[src/rtl/ulpi_guard_pkg.sv]
package ulpi_guard_pkg;
  localparam int unsigned SYNC_STAGES_DEF   = 2;
  localparam int unsigned RELEASE_EDGES_DEF = 4;

  typedef struct packed {
    logic data;
    logic dir;
    logic nxt;
  } pin_oe_t;
endpackage

[src/rtl/ulpi_guard_release.sv]
module ulpi_guard_release #(
  parameter int unsigned SYNC_STAGES   = 2,
  parameter int unsigned RELEASE_EDGES = 4
) (
  input  logic clk,
  input  logic por,
  input  logic rst_n,
  output logic synced,
  output logic hold_req,
  output logic core_rst
);
  localparam int unsigned CNT_TGT = RELEASE_EDGES - SYNC_STAGES - 1;
  localparam int unsigned CNT_W   = $clog2(CNT_TGT + 2);
  localparam logic [CNT_W-1:0] TGT_V = CNT_W'(CNT_TGT);

  logic [SYNC_STAGES-1:0] chain;
  logic [CNT_W-1:0]       cnt;

  generate
    for (genvar i = 0; i < SYNC_STAGES; i++) begin : g_sync
      if (i == 0) begin : g_first
        always_ff @(posedge clk) begin
          if (por) chain[0] <= 1'b0;
          else     chain[0] <= rst_n;
        end
      end else begin : g_next
        always_ff @(posedge clk) begin
          if (por) chain[i] <= 1'b0;
          else     chain[i] <= chain[i-1];
        end
      end
    end
  endgenerate

  assign synced = chain[SYNC_STAGES-1];

  always_ff @(posedge clk) begin
    if (por || !synced) cnt <= '0;
    else if (cnt < TGT_V) cnt <= cnt + 1'b1;
  end

  assign core_rst = !rst_n || !synced;
  assign hold_req = core_rst || (cnt < TGT_V);
endmodule

[src/rtl/ulpi_guard_protect.sv]
module ulpi_guard_protect (
  input  logic clk,
  input  logic por,
  input  logic cs_n,
  input  logic stp,
  input  logic tx_busy,
  input  logic prot_dis,
  output logic pd_en,
  output logic pu_en
);
  logic armed;
  logic set_cond;

  assign armed    = !prot_dis && !cs_n;
  assign set_cond = stp && !tx_busy;

  always_ff @(posedge clk) begin
    if (por) begin
      pd_en <= 1'b0;
      pu_en <= 1'b1;
    end else begin
      pd_en <= armed && (set_cond || (pd_en && stp));
      pu_en <= !prot_dis;
    end
  end
endmodule

[src/rtl/ulpi_guard_pll.sv]
module ulpi_guard_pll (
  input  logic clk,
  input  logic por,
  input  logic cs_n,
  input  logic synced,
  output logic pll_en
);
  logic decided;

  always_ff @(posedge clk) begin
    if (por) begin
      decided <= 1'b0;
      pll_en  <= 1'b0;
    end else begin
      if (synced) decided <= 1'b1;
      if (decided) pll_en <= pll_en || !cs_n;
      else         pll_en <= !cs_n;
    end
  end
endmodule

[src/rtl/ulpi_pin_guard.sv]
module ulpi_pin_guard
  import ulpi_guard_pkg::*;
#(
  parameter int unsigned SYNC_STAGES   = SYNC_STAGES_DEF,
  parameter int unsigned RELEASE_EDGES = RELEASE_EDGES_DEF
) (
  input  logic clk,
  input  logic por,
  input  logic rst_n,
  input  logic cs_n,
  input  logic stp,
  input  logic tx_busy,
  input  logic prot_dis,
  input  logic phy_dir_req,
  output logic dir,
  output logic dir_oe,
  output logic data_oe,
  output logic nxt_oe,
  output logic nxt_en,
  output logic data_pd_en,
  output logic stp_pu_en,
  output logic pll_en,
  output logic reg_rst
);
  logic    synced;
  logic    hold_req;
  logic    core_rst;
  logic    dir_next;
  pin_oe_t oe_q;
  logic    dir_q;
  logic    nxt_en_q;
  logic    reg_rst_q;

  ulpi_guard_release #(
    .SYNC_STAGES  (SYNC_STAGES),
    .RELEASE_EDGES(RELEASE_EDGES)
  ) u_release (
    .clk     (clk),
    .por     (por),
    .rst_n   (rst_n),
    .synced  (synced),
    .hold_req(hold_req),
    .core_rst(core_rst)
  );

  ulpi_guard_protect u_protect (
    .clk     (clk),
    .por     (por),
    .cs_n    (cs_n),
    .stp     (stp),
    .tx_busy (tx_busy),
    .prot_dis(prot_dis),
    .pd_en   (data_pd_en),
    .pu_en   (stp_pu_en)
  );

  ulpi_guard_pll u_pll (
    .clk   (clk),
    .por   (por),
    .cs_n  (cs_n),
    .synced(synced),
    .pll_en(pll_en)
  );

  assign dir_next = hold_req || phy_dir_req;

  always_ff @(posedge clk) begin
    if (por) begin
      dir_q     <= 1'b1;
      oe_q      <= '0;
      nxt_en_q  <= 1'b0;
      reg_rst_q <= 1'b1;
    end else begin
      dir_q     <= dir_next;
      oe_q.dir  <= !cs_n;
      oe_q.nxt  <= !cs_n;
      oe_q.data <= !cs_n && dir_next;
      nxt_en_q  <= !hold_req;
      reg_rst_q <= core_rst;
    end
  end

  assign dir     = dir_q;
  assign dir_oe  = oe_q.dir;
  assign nxt_oe  = oe_q.nxt;
  assign data_oe = oe_q.data;
  assign nxt_en  = nxt_en_q;
  assign reg_rst = reg_rst_q;
endmodule

[config.mk]
export PLATFORM = sky130hd
export DESIGN_NAME = ulpi_pin_guard
export DESIGN_NICKNAME = d
export VERILOG_FILES = /design/src/rtl/ulpi_guard_pkg.sv /design/src/rtl/ulpi_guard_release.sv /design/src/rtl/ulpi_guard_protect.sv /design/src/rtl/ulpi_guard_pll.sv /design/src/rtl/ulpi_pin_guard.sv
export SDC_FILE = /design/constraint.sdc
export NUM_CORES = 1
export LEC_CHECK = 0
export BUFFER_PORTS_ARGS = -buffer_cell sky130_fd_sc_hd__buf_2
export CAP_MARGIN = 40
export CORE_AREA = 2 2 39 41
export CTS_CLUSTER_DIAMETER = 80
export DETAILED_ROUTE_END_ITERATION = 10
export DIE_AREA = 0 0 41 43
export GPL_TIMING_DRIVEN = 1
export SLEW_MARGIN = 0
export SYNTH_ARGS = -nofsm -noshare
export SYNTH_HDL_FRONTEND = slang
export SYNTH_SLANG_ARGS = --single-unit
export TNS_END_PERCENT = 50
[constraint.sdc]
create_clock -name clk -period 3.15 [get_ports clk]
set_input_delay 0.63 -clock clk [delete_from_list [all_inputs] [get_ports clk]]
set_output_delay 0.63 -clock clk [all_outputs]
set_load 0.005 [all_outputs]
Word level (Yosys, flattened, before mapping)
Cells that the tools add are included.
Widths: inputs -> output; s select.
- word-level logic and storage cells: 32
- bits in registers: 13
- output and inout bits: 9
- bits of input ports: 8
- magnitude comparators: 1
- reduce and logical (&&, ||, !) cells: 17
- add/subtract/negate cells: 1
- mux-type cells: 1
- operators by type and width (kind ; number):
    $logic_not 1->1 ; 6
    $logic_or 1x1->1 ; 6
    $logic_and 1x1->1 ; 5
    $add 2x1->2 const B ; 1
    $lt 2x1->1 const B ; 1
    $mux 1 ; 1

Depth between registers and ports, before layout
- depth after elaboration: 5
- gate-level depth with buffers: 4
- gate-level depth less buffers: 4

Cells and area by module
From an unflattened synthesis, not the netlist that was laid out.
- cell total of the unflattened synthesis: 39
- area total of the unflattened synthesis: 416.6 µm²
- by module, submodules not included (module ; times used ; area an instance (µm²) ; sequential area each (µm²) ; cells each):
    ulpi_guard_release ; 1 ; 155.1 ; 80.1 ; 16
    ulpi_pin_guard ; 1 ; 135.1 ; 100.1 ; 11
    ulpi_guard_protect ; 1 ; 66.3 ; 40.0 ; 6
    ulpi_guard_pll ; 1 ; 60.1 ; 40.0 ; 6

Worst setup path before layout
Ideal clock, no wire load.
- path type: input-to-reg
- start point: input port por
- end point: register dir_q, in the netlist dir
- data arrival time: 1066 ps
- stages on the path: 3
- setup slack: 1967 ps
- setup time: 117 ps
- required time: 3033 ps
- path buffers: 1
- cell sequence: buf_6 and4bb_2 nand2b_1
- RTL lines (item ; line ; source):
    start, declared ; ulpi_pin_guard.sv:8 ; input logic por,
    end signal, assigned ; ulpi_pin_guard.sv:74 ; dir_q <= dir_next;
    end, declared ; ulpi_pin_guard.sv:30 ; logic dir_q;

Final worst setup path
- start point: register u_pll.pll_en
- end point: output port pll_en
- RTL lines (item ; line ; source):
    start, declared ; ulpi_guard_pll.sv:6 ; output logic pll_en
    start signal, assigned ; ulpi_guard_pll.sv:16 ; if (decided) pll_en <= pll_en || !cs_n;
    start signal, assigned ; ulpi_guard_pll.sv:17 ; else pll_en <= !cs_n;
    end, declared ; ulpi_pin_guard.sv:22 ; output logic pll_en,
No word-level cell between the ends.

==> reports/summary.txt <==
CTS Root Buffer Type: clkbuf_4
via count: 299
worst path arrival time: 720 ps
Worst Hold End: u_release.synced$_SDFF_PP0_
largest net degree at the start of global routing: 11
CTS tree: done
Final Wtd Congestion: 0.678
count of pins over their slew limit: 0
Initial DRC Count: 5
slowest stage delay, CP: 340 ps
R2R depth: 4
GRT Residual Overflow: 0
IO Pins: 17
Fmax achieved: 0.739 GHz
R2R Setup Slk: 2050 ps
Static Leakage: 0.247 nW
Hold Path Origin: u_release.chain[0]$_SDFF_PP0_
nets: 66
wire length of the first global-routing pass: 986 µm
top cell type's share of synthesized area: 60.5%
Max-slew headroom: 90.2%
Worst R2R End: dir$_SDFF_PP1_
post-route minimum period: 1350 ps
area leader, netlist: dfxtp_1
endpoints failing setup: 0
Max Fanout on Critical Path: 2
Worst Clk Skew: 7.15 ps
sequential area share after synthesis: 60.5%
H-Tree Level Count: 1
site row count: 14
DRC viols: 0
power per cell area: 539 nW/µm²
Critical Path Start Type: register
synth top area cells: dfxtp_1, and4bb_2, nand2b_1
FF+latch count, synth: 13
Placed Area: 512 µm²
CTS max path bufs: 2
RSZ-0062 raised after global routing: false
filler cell count: 144
Initial Utilization: 31.1%
Vias/cell: 4.15
placed wire-length estimate: 506 µm
Final Cycle Share: 43.0%
Reg-to-Reg Start: u_release.cnt[0]$_SDFFE_PP0N_
die area: 1760 µm²
delay-heaviest family, CP: flip-flops
HP Class: register to register
syn avg cell area: 11.3 µm²
WL/cell: 9.17 µm
warnings from Yosys: 0
CP max stage cell: dfxtp_1
status: finished, final reports clean
Die X: 41 µm
All-Layer GR Usage: 8.71%
vias in the first global route: 237
Hold Buf Count CTS: 0
cell count after synthesis: 38
share of post-route cells with drive strength above 1: 39.3%
CP required: 2520 ps
Peak VDD IR: 0.219 mV
DRT Wirelength: 660 µm
initial antenna violation count: 0
Syn Nets: 47
nature of the critical path endpoint: output pin
maxcap violations: 0
Synth-to-Final Area Change: 25.3%
Distinct cells, synth: 16
clk sinks: 13
post_cts resized: 0
I/O Buffers: 16
final hold vios: 0
DR pass1 iterations: 4
Post-CTS Setup Inserts: 0
mapped cell area: 430 µm²
worst skew pair latency: 280 ps
WS Path Type: register to output pin
clock-pin slew on the worst setup and hold paths: 80 ps
post-route cell area: 539 µm²
most frequent cells in the layout: buf_2, dfxtp_1, nor2_1
hold depth: 1
most common cell after layout, fill and taps aside: buf_2
n_diodes: 0
cells along the critical path: buf_2
setup_tns: 0 ps
antenna viol nets, final: 0
Die H: 43 µm
CTS Buf Count: 3
Worst-Margin Slew: 146 ps
Buf/Inv on CP: 1
core outline area: 1380 µm²
==> power breakdown <==
part	leakage, nW	internal, mW	total [mW]	switching, mW
combinational	0.123	0.0102	0.0181	0.00783
sequential	0.107	0.170	0.172	0.00222
clock	0.0177	0.0470	0.101	0.0535
total	0.247	0.227	0.291	0.0635
==> synth_stat cells, drive strengths merged <==
cell type	n
nor2b	2
nor2	5
nor3	1
nand2	1
nand2b	4
buf	2
mux2i	1
dfxtp	13
nand3b	1
ha	1
a21oi	1
inv	2
and4bb	2
and4b	1
xnor2	1
==> layout make-up <==
type | instances | area, µm² | area share [%]
Sequential cell | 13 | 260 | 48.3
Tap cell | 16 | 20.0 | 3.71
Timing Repair Buffer | 16 | 80.1 | 14.8
Clock inverter | 1 | 5.00 | 0.928
Multi-Input combinational cell | 21 | 144 | 26.7
Inverter | 2 | 7.51 | 1.39
Clock buffer | 3 | 22.5 | 4.18
==> worst max path at each step <==
stage | startpoint | endpoint | cells past startpoint
3_5_place_dp | por | dir$_SDFF_PP1_ | 3
4_1_cts | u_pll.pll_en$_SDFF_PP0_ | pll_en | 1
6_report | u_pll.pll_en$_SDFF_PP0_ | pll_en | 1
2_1_floorplan | por | dir$_SDFF_PP1_ | 3
3_3_place_gp | por | dir$_SDFF_PP1_ | 3
5_1_grt | nxt_oe$_SDFF_PP0_ | dir_oe | 1
==> layer usage <==
metal | up-vias | wire length [µm] | share of wire, % | GRT usage, %
met5 | - | 0 | 0 | 0
met4 | 0 | 14 | 2.1 | 6.00
met3 | 2 | 72 | 11 | 3.14
met2 | 15 | 267 | 40 | 10.3
met1 | 125 | 305 | 46 | 12.6
li1 | 157 | - | - | -
==> registers in the layout (all words and copies together) (netlist names) <==
register,flops
u_pll.pll_en,1
u_release.synced,1
data_oe,1
u_release.chain,1
nxt_oe,1
u_release.cnt,2
u_protect.pd_en,1
reg_rst,1
nxt_en,1
u_protect.pu_en,1
dir,1
u_pll.decided,1
==> cell families (layout without fill, tap and decap cells) <==
kind of cell,after synthesis,after routing,synth area share [%]
simple gates,17,17,25.0
flops,13,13,60.5
buf+inv,4,22,6.11
fa+ha+maj,1,1,2.91
compound gates,1,1,1.16
xor+xnor,1,1,2.04
mux,1,1,2.33
==> stage by stage <==
stage	power, mW	util [%]	hold WS [ps]	cells	worst slack, ps
after CTS	0.296	39.0	447	72	1790
after global routing	0.304	39.0	454	72	1760
final	0.291	39.0	444	72	1800
after detailed placement	0.194	37.0	427	68	1880
after floorplan	0.186	-	413	38	1970
after global placement	0.194	37.0	419	68	1900
Power figures use the tool's default switching activity.
